[config.mk]
export PLATFORM = sky130hd
export DESIGN_NAME = rgbck_line_cksum
export DESIGN_NICKNAME = d
export VERILOG_FILES = /design/src/rtl/rgbck_pkg.sv /design/src/rtl/rgbck_line_ctl.sv /design/src/rtl/rgbck_chan_acc.sv /design/src/rtl/rgbck_out_stage.sv /design/src/rtl/rgbck_line_cksum.sv
export SDC_FILE = /design/constraint.sdc
export NUM_CORES = 1
export LEC_CHECK = 0
export BUFFER_PORTS_ARGS = -buffer_cell sky130_fd_sc_hd__clkbuf_2
export CAP_MARGIN = 10
export CORE_MARGIN = 4
export CORE_UTILIZATION = 50
export DETAILED_ROUTE_END_ITERATION = 6
export PLACE_DENSITY = 0.72
export SYNTH_ARGS = -nofsm -noshare
export SYNTH_HDL_FRONTEND = slang
export SYNTH_SLANG_ARGS = --single-unit
[constraint.sdc]
create_clock -name clk -period 4.6 [get_ports clk]
set_clock_uncertainty 0.15 [all_clocks]
set_input_delay 0.46 -clock clk [delete_from_list [all_inputs] [get_ports clk]]
set_output_delay 0.46 -clock clk [all_outputs]
set_load 0.005 [all_outputs]
[src/rtl/rgbck_pkg.sv]
// Shared constants, types and the ones-complement adder for the checksum appender.
// Assumes 8-bit channels; channel index 2 is red, 1 is green, 0 is blue.
package rgbck_pkg;
    parameter int PIX_W  = 8;
    parameter int NUM_CH = 3;
    localparam int CH_R = 2;
    localparam int CH_G = 1;
    localparam int CH_B = 0;

    typedef logic [PIX_W-1:0] pix_t;

    // Ones-complement add: the carry out of the top bit is folded back into bit 0.
    function automatic pix_t oc_add(input pix_t a, input pix_t b);
        logic [PIX_W:0] raw;
        raw = {1'b0, a} + {1'b0, b};
        return raw[PIX_W-1:0] + {{(PIX_W-1){1'b0}}, raw[PIX_W]};
    endfunction
endpackage

[src/rtl/rgbck_line_ctl.sv]
// Line boundary detector: remembers the previous data-enable and flags the first
// active pixel of a line and the first blank cycle after it.
// Assumes de_in is synchronous to clk.
module rgbck_line_ctl (
    input  logic clk,
    input  logic rst_n,
    input  logic de_in,
    output logic line_start,
    output logic line_end
);
    logic de_q;

    // Hold the previous cycle's data-enable.
    always_ff @(posedge clk) begin
        if (!rst_n) de_q <= 1'b0;
        else        de_q <= de_in;
    end

    // Decode the boundaries from the current and previous data-enable.
    always_comb begin
        line_start = de_in & ~de_q;
        line_end   = ~de_in & de_q;
    end


    line_edges_excl_chk: assert property (@(posedge clk) disable iff (!rst_n)
        !(line_start && line_end));

    no_double_end_chk: assert property (@(posedge clk) disable iff (!rst_n)
        line_end |=> !line_end);
endmodule

[src/rtl/rgbck_chan_acc.sv]
// One channel's running ones-complement sum. It reloads with the first pixel of a
// line, accumulates while data-enable stays high, and holds otherwise.
// Assumes line_start comes from the same data-enable that qualifies pix.
module rgbck_chan_acc
    import rgbck_pkg::*;
(
    input  logic clk,
    input  logic rst_n,
    input  logic de_in,
    input  logic line_start,
    input  pix_t pix,
    output pix_t acc
);
    // Reload on a new line, add during active data, hold while blank.
    always_ff @(posedge clk) begin
        if (!rst_n)          acc <= '0;
        else if (line_start) acc <= pix;
        else if (de_in)      acc <= oc_add(acc, pix);
    end


    acc_reload_chk: assert property (@(posedge clk) disable iff (!rst_n)
        line_start |=> (acc == $past(pix)));

    acc_hold_chk: assert property (@(posedge clk) disable iff (!rst_n)
        !de_in |=> $stable(acc));
endmodule

[src/rtl/rgbck_out_stage.sv]
// Output register: passes the stream with a one-cycle delay, or substitutes the
// inverted sums for one cycle after a line ends when insertion is enabled.
// Assumes the sums are final in the cycle line_end is high.
module rgbck_out_stage
    import rgbck_pkg::*;
#(
    parameter int N = NUM_CH
) (
    input  logic              clk,
    input  logic              rst_n,
    input  logic              cksum_en,
    input  logic              de_in,
    input  logic              line_end,
    input  pix_t [N-1:0]      pix_in,
    input  pix_t [N-1:0]      sums,
    output pix_t [N-1:0]      pix_out,
    output logic              de_out,
    output logic              ck_vld
);
    logic insert;

    // Decide whether this cycle becomes the trailer.
    always_comb insert = line_end & cksum_en;

    // Register either the live pixel or the inverted checksums.
    always_ff @(posedge clk) begin
        if (!rst_n) begin
            pix_out <= '0;
            de_out  <= 1'b0;
            ck_vld  <= 1'b0;
        end else if (insert) begin
            for (int i = 0; i < N; i++) pix_out[i] <= ~sums[i];
            de_out  <= 1'b0;
            ck_vld  <= 1'b1;
        end else begin
            pix_out <= pix_in;
            de_out  <= de_in;
            ck_vld  <= 1'b0;
        end
    end


    bypass_delay_chk: assert property (@(posedge clk) disable iff (!rst_n)
        ($past(rst_n) && !$past(cksum_en)) |->
            (pix_out == $past(pix_in) && de_out == $past(de_in) && !ck_vld));

    trailer_needs_en_chk: assert property (@(posedge clk) disable iff (!rst_n)
        ($past(rst_n) && ck_vld) |-> $past(cksum_en));

    trailer_no_de_chk: assert property (@(posedge clk) disable iff (!rst_n)
        ck_vld |-> !de_out);

    trailer_single_chk: assert property (@(posedge clk) disable iff (!rst_n)
        ck_vld |=> !ck_vld);
endmodule

[src/rtl/rgbck_line_cksum.sv]
// Top of the per-line RGB checksum appender. It detects line boundaries, keeps one
// ones-complement sum per colour channel, and inserts the inverted sums as a
// one-cycle trailer after each line when cksum_en is high.
// Assumes one pixel per clock and a synchronous active-low reset.
module rgbck_line_cksum
    import rgbck_pkg::*;
(
    input  logic       clk,
    input  logic       rst_n,
    input  logic       cksum_en,
    input  logic       de_in,
    input  logic [7:0] r_in,
    input  logic [7:0] g_in,
    input  logic [7:0] b_in,
    output logic [7:0] r_out,
    output logic [7:0] g_out,
    output logic [7:0] b_out,
    output logic       de_out,
    output logic       ck_vld
);
    logic                line_start;
    logic                line_end;
    pix_t [NUM_CH-1:0]   pix_in;
    pix_t [NUM_CH-1:0]   sums;
    pix_t [NUM_CH-1:0]   pix_out;

    // Pack the channels into one indexed vector.
    always_comb begin
        pix_in[CH_R] = r_in;
        pix_in[CH_G] = g_in;
        pix_in[CH_B] = b_in;
    end

    rgbck_line_ctl u_ctl (
        .clk        (clk),
        .rst_n      (rst_n),
        .de_in      (de_in),
        .line_start (line_start),
        .line_end   (line_end)
    );

    for (genvar c = 0; c < NUM_CH; c++) begin : g_ch
        rgbck_chan_acc u_acc (
            .clk        (clk),
            .rst_n      (rst_n),
            .de_in      (de_in),
            .line_start (line_start),
            .pix        (pix_in[c]),
            .acc        (sums[c])
        );
    end

    rgbck_out_stage #(.N(NUM_CH)) u_out (
        .clk      (clk),
        .rst_n    (rst_n),
        .cksum_en (cksum_en),
        .de_in    (de_in),
        .line_end (line_end),
        .pix_in   (pix_in),
        .sums     (sums),
        .pix_out  (pix_out),
        .de_out   (de_out),
        .ck_vld   (ck_vld)
    );

    // Unpack the output vector onto the channel ports.
    always_comb begin
        r_out = pix_out[CH_R];
        g_out = pix_out[CH_G];
        b_out = pix_out[CH_B];
    end


    reset_quiet_chk: assert property (@(posedge clk)
        !rst_n |=> (de_out == 1'b0 && ck_vld == 1'b0));
endmodule

==> results of run 1 <==
[cell usage after synthesis, drive strengths merged, types with 9 or more instances]
cell type,count,area share (%)
a211oi,22,4.9
nand2,42,4.7
a21o,11,2.5
xnor2,15,3.9
nor3,10,1.5
o21ai,43,6.4
nor2,34,3.8
dfxtp,51,30
ha,30,11
clkbuf,13,2.0
nor2b,10,1.9
a21oi,9,1.3
[flip-flops by register name, summed over array words and instances, names as in the netlist]
register,flops
g_ch.u_acc.acc,24
u_out.pix_out,24
u_ctl.de_q,1
u_out.de_out,1
u_out.ck_vld,1
[worst paths after layout]
kind                                     start                                 to  slack (ns)  depth (start not counted)
max reg2reg  g_ch[2].u_acc.acc[0]$_SDFFE_PN0P_  g_ch[2].u_acc.acc[7]$_SDFFE_PN0P_        1.35                         12
min reg2reg  g_ch[1].u_acc.acc[3]$_SDFFE_PN0P_       u_out.pix_out[11]$_SDFF_PN0_        0.33                          1
min                                    b_in[2]        u_out.pix_out[2]$_SDFF_PN0_        0.23                          3
max          g_ch[2].u_acc.acc[0]$_SDFFE_PN0P_  g_ch[2].u_acc.acc[7]$_SDFFE_PN0P_        1.35                         12
[cell type report]
type | count | area (um2) | share of cell area [%]
multi-input cells | 317 | 2230 | 59.2
flip-flops and latches | 51 | 1020 | 27.1
repair buffers | 55 | 280 | 7.43
well taps | 77 | 96.3 | 2.55
clock buffers | 6 | 82.6 | 2.19
clock inverters | 2 | 35.0 | 0.928
inverters | 7 | 26.3 | 0.696
[metrics by stage]
step	hold slack [ns]	setup WS, ns	total power (W)
final	0.227	1.35	0.00117
after global routing	0.228	1.18	0.00124
after global placement	0.316	1.19	0.000838
after CTS	0.225	1.37	0.00117
after floorplan	0.294	1.53	0.000757
after detailed placement	0.322	1.10	0.000846
[per-layer routing]
| layer | routed length [um] | part of all wire [%] |
|---|---|---|
| met1 | 3730 | 46 |
| met2 | 3860 | 48 |
| met3 | 317 | 3.9 |
| met4 | 162 | 2.0 |
| met5 | 0 | 0 |
[layout by cell type, fill, tap and decap left out, types with 3 or more instances in the layout]
cell type | Yosys | layout
clkbuf_2 | 0 | 53
dfxtp_1 | 51 | 51
nand2_1 | 42 | 42
o21ai_0 | 41 | 41
nor2_1 | 34 | 34
ha_1 | 30 | 30
a211oi_1 | 22 | 22
xnor2_1 | 15 | 15
nor2b_1 | 10 | 10
nor3_1 | 10 | 10
a21o_1 | 9 | 9
a21oi_1 | 9 | 9
inv_1 | 7 | 7
nand3_1 | 7 | 7
o21a_1 | 6 | 6
a31o_2 | 6 | 6
mux2i_1 | 6 | 6
o211a_1 | 6 | 6
clkbuf_8 | 2 | 6
xor2_1 | 5 | 5
o2111ai_1 | 4 | 4
o21bai_1 | 3 | 3
and3_1 | 3 | 3
or3_1 | 3 | 3
nor4_1 | 3 | 3
a31oi_1 | 3 | 3
nand4_1 | 3 | 3
o2bb2ai_1 | 3 | 3
fa_1 | 3 | 3
[power breakdown]
group	total [W]	internal, W	switching, W
Sequential	0.000492	0.000474	0.0000185
Combinational	0.000346	0.000154	0.000192
Clock	0.000330	0.000176	0.000154
Total	0.00117	0.000804	0.000364
[cell families after synthesis]
logic type	count (synthesis)	share of synthesized area, %
AO/OA/AOI/OAI	130	27.4
XOR/XNOR	22	6.55
adder cells (fa/ha/maj)	33	13.0
buffers and inverters	23	3.17
flip-flops	51	30.4
multiplexers	6	1.79
AND/OR/NAND/NOR	126	17.7
[worst reg2reg max path, cell delays in order (launching register included)]
cell and delay [ns]:
dfxtp_1 0.33, ha_1 0.23, fa_1 0.45, a211oi_1 0.39, o21ai_1 0.16, a21o_2 0.20, a21o_1 0.21, ha_1 0.24
nand3_1 0.14, nor3_1 0.07, and4b_1 0.24, xnor3_1 0.17, o21a_1 0.17
==> load_flow_metrics.sql, run 1 <==
INSERT INTO impl_metrics (metric_group, metric, value, unit) VALUES
('place', 'gp_congestion', '0.933', ''),
('clock_tree', 'root_buffer', 'clkbuf_8', ''),
('grt', 'grt_pass1_wl', '13900', 'um'),
('detailed_routing', 'routed-via-count', '3064', ''),
('timing', 'highest_clock_rate', '307', 'MHz'),
('timing', 'setup_viol_count_final', '0', ''),
('finish', 'fill_cells', '562', ''),
('synthesis', 'postSynth.asyncResetShare', '0', '%'),
('critical_path', 'required', '4.66', 'ns'),
('finish', 'postLayoutCoreUtil', '58.8', '%'),
('critical_path', 'path_buf_inv', '0', ''),
('detailed_routing', 'wl_per_cell', '15.7', 'um'),
('floorplan', 'effective_utilization_at_floorplan', '52.3', '%'),
('place', 'detailed_place_hpwl', '5940', 'um'),
('synthesis', 'postSynthAreaPerCell', '8.59', 'um2'),
('finish', 'post_route_cells_drive_above_1_share', '17.6', '%'),
('power', 'max-vdd-ir-drop', '0.000190', 'V'),
('synthesis', 'yosys_register_bits', '51', ''),
('clock_tree', 'clk_latency', '0.31', 'ns'),
('floorplan', 'placement_rows', '29', ''),
('floorplan', 'die_width', '90.0', 'um'),
('finish', 'finalInstanceArea', '0.00377', 'mm2'),
('critical_path', 'worst_path_most_repeated_cell', 'ha_1', ''),
('timing', 'post-route-period-util', '70.7', '%'),
('timing', 'setup_total_negative_slack', '0', 'ns'),
('critical_path', 'cp-end-kind', 'flip-flop', ''),
('floorplan', 'die_height', '90.0', 'um'),
('clock_tree', 'cts_sinks', '51', ''),
('place', 'dpl-instance-area', '0.00366', 'mm2'),
('critical_path', 'cp_slowest_stage_delay', '0.45', 'ns'),
('floorplan', 'core_area', '0.00642', 'mm2'),
('finish', 'area_delta_synth_final', '12.3', '%'),
('grt', 'grt_overflow', '0', ''),
('finish', 'final_non_filler_cell_total', '515', ''),
('synthesis', 'ys.warnings.count', '0', ''),
('detailed_routing', 'dr.first_iter.drc_count', '125', ''),
('status', 'run_status', 'completed', ''),
('timing', 'slew-limit-headroom', '43.5', '%'),
('power', 'p_per_area', '310', 'mW/mm2'),
('place', 'port_buffers', '53', ''),
('timing', 'transition_time_at_the_pin_with_the_least_slew_margin', '0.845', 'ns'),
('detailed_routing', 'remaining_number_of_nets_flagged_by_the_antenna_check_after_routing', '0', ''),
('worst_hold_path', 'hold_path_class', 'in2reg', ''),
('clock_tree', 'path_clk_slew', '0.09', 'ns'),
('critical_path', 'critPathArrivalTime', '3.31', 'ns'),
('critical_path', 'crit_family', 'compound AO/OA/AOI/OAI gates', ''),
('power', 'cellLeakagePower', '1.77', 'nW'),
('detailed_routing', 'drc', '0', ''),
('timing', 'final_hold_viol_count', '0', ''),
('job', 'max_cap_violations', '0', ''),
('clock_tree', 'tritoncts_buffers', '5', ''),
('finish', 'number_of_nets_in_the_layout', '498', ''),
('synthesis', 'cell_area_after_synthesis', '0.00336', 'mm2'),
('clock_tree', 'cts_max_path_buffers', '2', ''),
('critical_path', 'path_max_fanout', '3', ''),
('critical_path', 'cpMaxStageDelayCell', 'fa_1', ''),
('critical_path', 'setup.worst_path.class', 'reg2reg', ''),
('grt', 'use_met3', '2.92', '%'),
('grt', 'groute.layer.met2.usage', '35.7', '%'),
('clock_tree', 'holdBufCountCts', '0', ''),
('clock_tree', 'cts.htree.levels', '2', ''),
('synthesis', 'syn-instance-count', '391', ''),
('grt', 'total_global_routing_track_utilization', '20.3', '%'),
('synthesis', 'synth-edff-count', '0', ''),
('grt', 'globalRoute.busiestLayer', 'met2', ''),
('floorplan', 'fp.dieArea', '0.00809', 'mm2'),
('critical_path', 'cp_cell_sequence', 'ha_1 -> fa_1 -> a211oi_1 -> o21ai_1 -> a21o_2 -> a21o_1 -> ha_1 -> nand3_1 -> nor3_1 -> and4b_1 -> xnor3_1 -> o21a_1', ''),
('clock_tree', 'tritoncts', 'built', ''),
('grt', 'antenna_found_initial', '0', ''),
('synthesis', 'synth-seq-area-share', '30.4', '%'),
('critical_path', 'setup.worst_path.start_class', 'flip-flop', '');
No activity file was read; power rests on OpenSTA's default activity.
==> inputs of run 2 (changes only) <==
==> constraint.sdc (replaced) <==
create_clock -name clk -period 3.01 [get_ports clk]
set_clock_uncertainty 0.15 [all_clocks]
set_input_delay 0.301 -clock clk [delete_from_list [all_inputs] [get_ports clk]]
set_output_delay 0.301 -clock clk [all_outputs]
set_load 0.005 [all_outputs]
==> run 2 against run 1 <==
Net effect: sequential power up 53%; non-clock buffer count up 35; wire length up 4.8%; count of clock-buffer cells in the layout unchanged; register-to-register slack worse by 1.2 ns; worst setup slack worse by 1.2 ns; power up 57%.
==> load_flow_metrics.sql, run 2 (synthesis results as in run 1) <==
INSERT INTO impl_metrics (metric_group, metric, value, unit) VALUES
('status', 'run_status', 'completed', ''),
('critical_path', 'required', '3.07', 'ns'),
('floorplan', 'effective_utilization_at_floorplan', '52.3', '%'),
('floorplan', 'io-pin-count', '54', ''),
('finish', 'number_of_nets_in_the_layout', '533', ''),
('worst_hold_path', 'hold_path_class', 'in2reg', ''),
('timing', 'timing_max_transition_violations_final', '0', ''),
('detailed_routing', 'drt_first_pass_iters', '4', ''),
('timing', 'final_hold_viol_count', '0', ''),
('timing', 'slew-limit-headroom', '55.0', '%'),
('grt', 'grt_pass1_wl', '14100', 'um'),
('detailed_routing', 'dr.first_iter.drc_count', '215', ''),
('finish', 'num_antenna_cells', '0', ''),
('clock_tree', 'path_clk_slew', '0.10', 'ns'),
('detailed_routing', 'drc', '0', ''),
('floorplan', 'die_width', '90.0', 'um'),
('place', 'dpl-instance-area', '0.00390', 'mm2'),
('worst_hold_path', 'hold_startpoint', 'r_in[2]', ''),
('timing', 'setup_viol_count_final', '0', ''),
('floorplan', 'die_height', '90.0', 'um'),
('detailed_routing', 'routed-via-count', '3208', ''),
('detailed_routing', 'routed_via_density', '5.84', ''),
('power', 'max-vdd-ir-drop', '0.000257', 'V'),
('timing', 'transition_time_at_the_pin_with_the_least_slew_margin', '0.672', 'ns'),
('critical_path', 'ff2ff_setup_slack', '0.13', 'ns'),
('finish', 'layout_common_cells', '53 x clkbuf_2, 50 x dfxtp_1, 42 x nand2_1', ''),
('detailed_routing', 'wl_per_cell', '15.4', 'um'),
('job', 'max_cap_violations', '0', ''),
('critical_path', 'critical_path.startpoint', 'g_ch[2].u_acc.acc[0]$_SDFFE_PN0P_', ''),
('place', 'port_buffers', '53', ''),
('power', 'p_per_area', '446', 'mW/mm2'),
('finish', 'final_common_cell', 'clkbuf_2', ''),
('timing', 'highest_clock_rate', '348', 'MHz'),
('power', 'cellLeakagePower', '1.92', 'nW'),
('floorplan', 'fp.dieArea', '0.00809', 'mm2'),
('critical_path', 'setup.worst_path.class', 'reg2reg', ''),
('grt', 'total_global_routing_track_utilization', '20.7', '%'),
('finish', 'post_route_cells_drive_above_1_share', '27.1', '%'),
('floorplan', 'core_area', '0.00642', 'mm2'),
('place', 'detailed_place_hpwl', '6160', 'um'),
('critical_path', 'setup.worst_path.start_class', 'flip-flop', ''),
('grt', 'first_global_vias', '3098', ''),
('clock_tree', 'tritoncts_buffers', '5', ''),
('power', 'finalPower', '0.00184', 'W'),
('critical_path', 'r2r_start', 'g_ch[2].u_acc.acc[0]$_SDFFE_PN0P_', ''),
('timing', 'post-route-period-util', '95.5', '%'),
('timing', 'timing.final.crit_period', '2.88', 'ns'),
('grt', 'maximum_number_of_pins_on_one_net_before_global_route_repair', '40', ''),
('clock_tree', 'cts_sinks', '51', ''),
('critical_path', 'rr_worst_depth', '12', ''),
('clock_tree', 'holdBufCountCts', '0', ''),
('floorplan', 'placement_rows', '29', ''),
('critical_path', 'cp-end-kind', 'flip-flop', ''),
('clock_tree', 'tritoncts', 'built', ''),
('critical_path', 'timing.rr.end', 'g_ch[2].u_acc.acc[4]$_SDFFE_PN0P_', ''),
('timing', 'setup_total_negative_slack', '0', 'ns'),
('finish', 'finalInstanceArea', '0.00412', 'mm2'),
('finish', 'area_delta_synth_final', '22.7', '%'),
('clock_tree', 'clk_latency', '0.31', 'ns'),
('critical_path', 'critPathArrivalTime', '2.94', 'ns'),
('clock_tree', 'root_buffer', 'clkbuf_8', ''),
('clock_tree', 'cts.htree.levels', '2', ''),
('detailed_routing', 'remaining_number_of_nets_flagged_by_the_antenna_check_after_routing', '0', ''),
('critical_path', 'critical_path.endpoint', 'g_ch[2].u_acc.acc[4]$_SDFFE_PN0P_', ''),
('finish', 'biggestRegsByFlops', 'g_ch.u_acc.acc (24), u_out.pix_out (24)', ''),
('critical_path', 'path_max_fanout', '3', ''),
('detailed_routing', 'finalWirelength', '8460', 'um'),
('grt', 'grt_overflow', '0', ''),
('place', 'gp_congestion', '0.916', ''),
('clock_tree', 'cts_max_path_buffers', '2', ''),
('finish', 'postLayoutCoreUtil', '64.2', '%'),
('grt', 'antenna_found_initial', '0', '');
## run 2: changes by cell type in the layout (fill, tap and decap cells not counted), sizes merged
cell,change
buf,+35
clkinv,-1
## run 2: layout make-up
type / instances / area, um2
Tap cell: 77 / 96.3
Clock buffer: 6 / 72.6
Multi-Input combinational cell: 317 / 2330
Timing Repair Buffer: 90 / 543
Fill cell: 532 / 2300
Sequential cell: 51 / 1020
Clock inverter: 1 / 30.0
Inverter: 7 / 26.3
## run 2: worst max-delay path, stage by stage (launching register included)
cell       delay, ns
dfxtp_1         0.34
ha_2            0.19
fa_2            0.43
a211oi_4        0.28
o21ai_2         0.08
a21o_2          0.20
a21o_1          0.21
ha_1            0.23
o2111ai_2       0.11
nor2_1          0.08
xnor2_1         0.17
a211oi_1        0.09
a31o_2          0.23
## run 2: how the worst min path moves through the flow
stage	cells after the start	to	slack, ns
6_report	3	u_out.pix_out[18]$_SDFF_PN0_	0.08
3_3_place_gp	1	u_out.pix_out[19]$_SDFF_PN0_	0.31
3_5_place_dp	1	u_out.pix_out[19]$_SDFF_PN0_	0.32
2_1_floorplan	2	u_out.pix_out[0]$_SDFF_PN0_	0.26
4_1_cts	3	u_out.pix_out[18]$_SDFF_PN0_	0.08
5_1_grt	3	u_out.pix_out[13]$_SDFF_PN0_	0.09
## run 2: per-stage QoR
step | std cells | setup slack, ns | hold slack, ns
2_1_floorplan | 391 | 0.0995 | 0.260
3_3_place_gp | 539 | -0.0541 | 0.312
3_5_place_dp | 539 | -0.136 | 0.318
4_1_cts | 546 | 0.0210 | 0.0778
5_1_grt | 549 | -0.0133 | 0.0854
6_report | 549 | 0.135 | 0.0757
## run 2: routing by layer
layer  GRT usage [%]  wire length (um)
met1            26.2              3930
met2            36.7              4130
met3            3.67               336
met4            4.72                71
met5               0                 0
## run 2: power breakdown
| group | total, W | internal (W) | switching (W) | leakage (nW) |
|---|---|---|---|---|
| Sequential | 0.000752 | 0.000724 | 0.0000280 | 0.424 |
| Clock | 0.000473 | 0.000244 | 0.000229 | 0.0513 |
| Combinational | 0.000613 | 0.000290 | 0.000322 | 1.45 |
| Total | 0.00184 | 0.00126 | 0.000579 | 1.92 |
## run 2: repair_timing
| action | in CTS | in global routing |
|---|---|---|
| setup buffers | 0 | 3 |
| resized for setup | 1 | 21 |
| pin swaps | 0 | 14 |
| endpoints found under the setup margin | 3 | 17 |
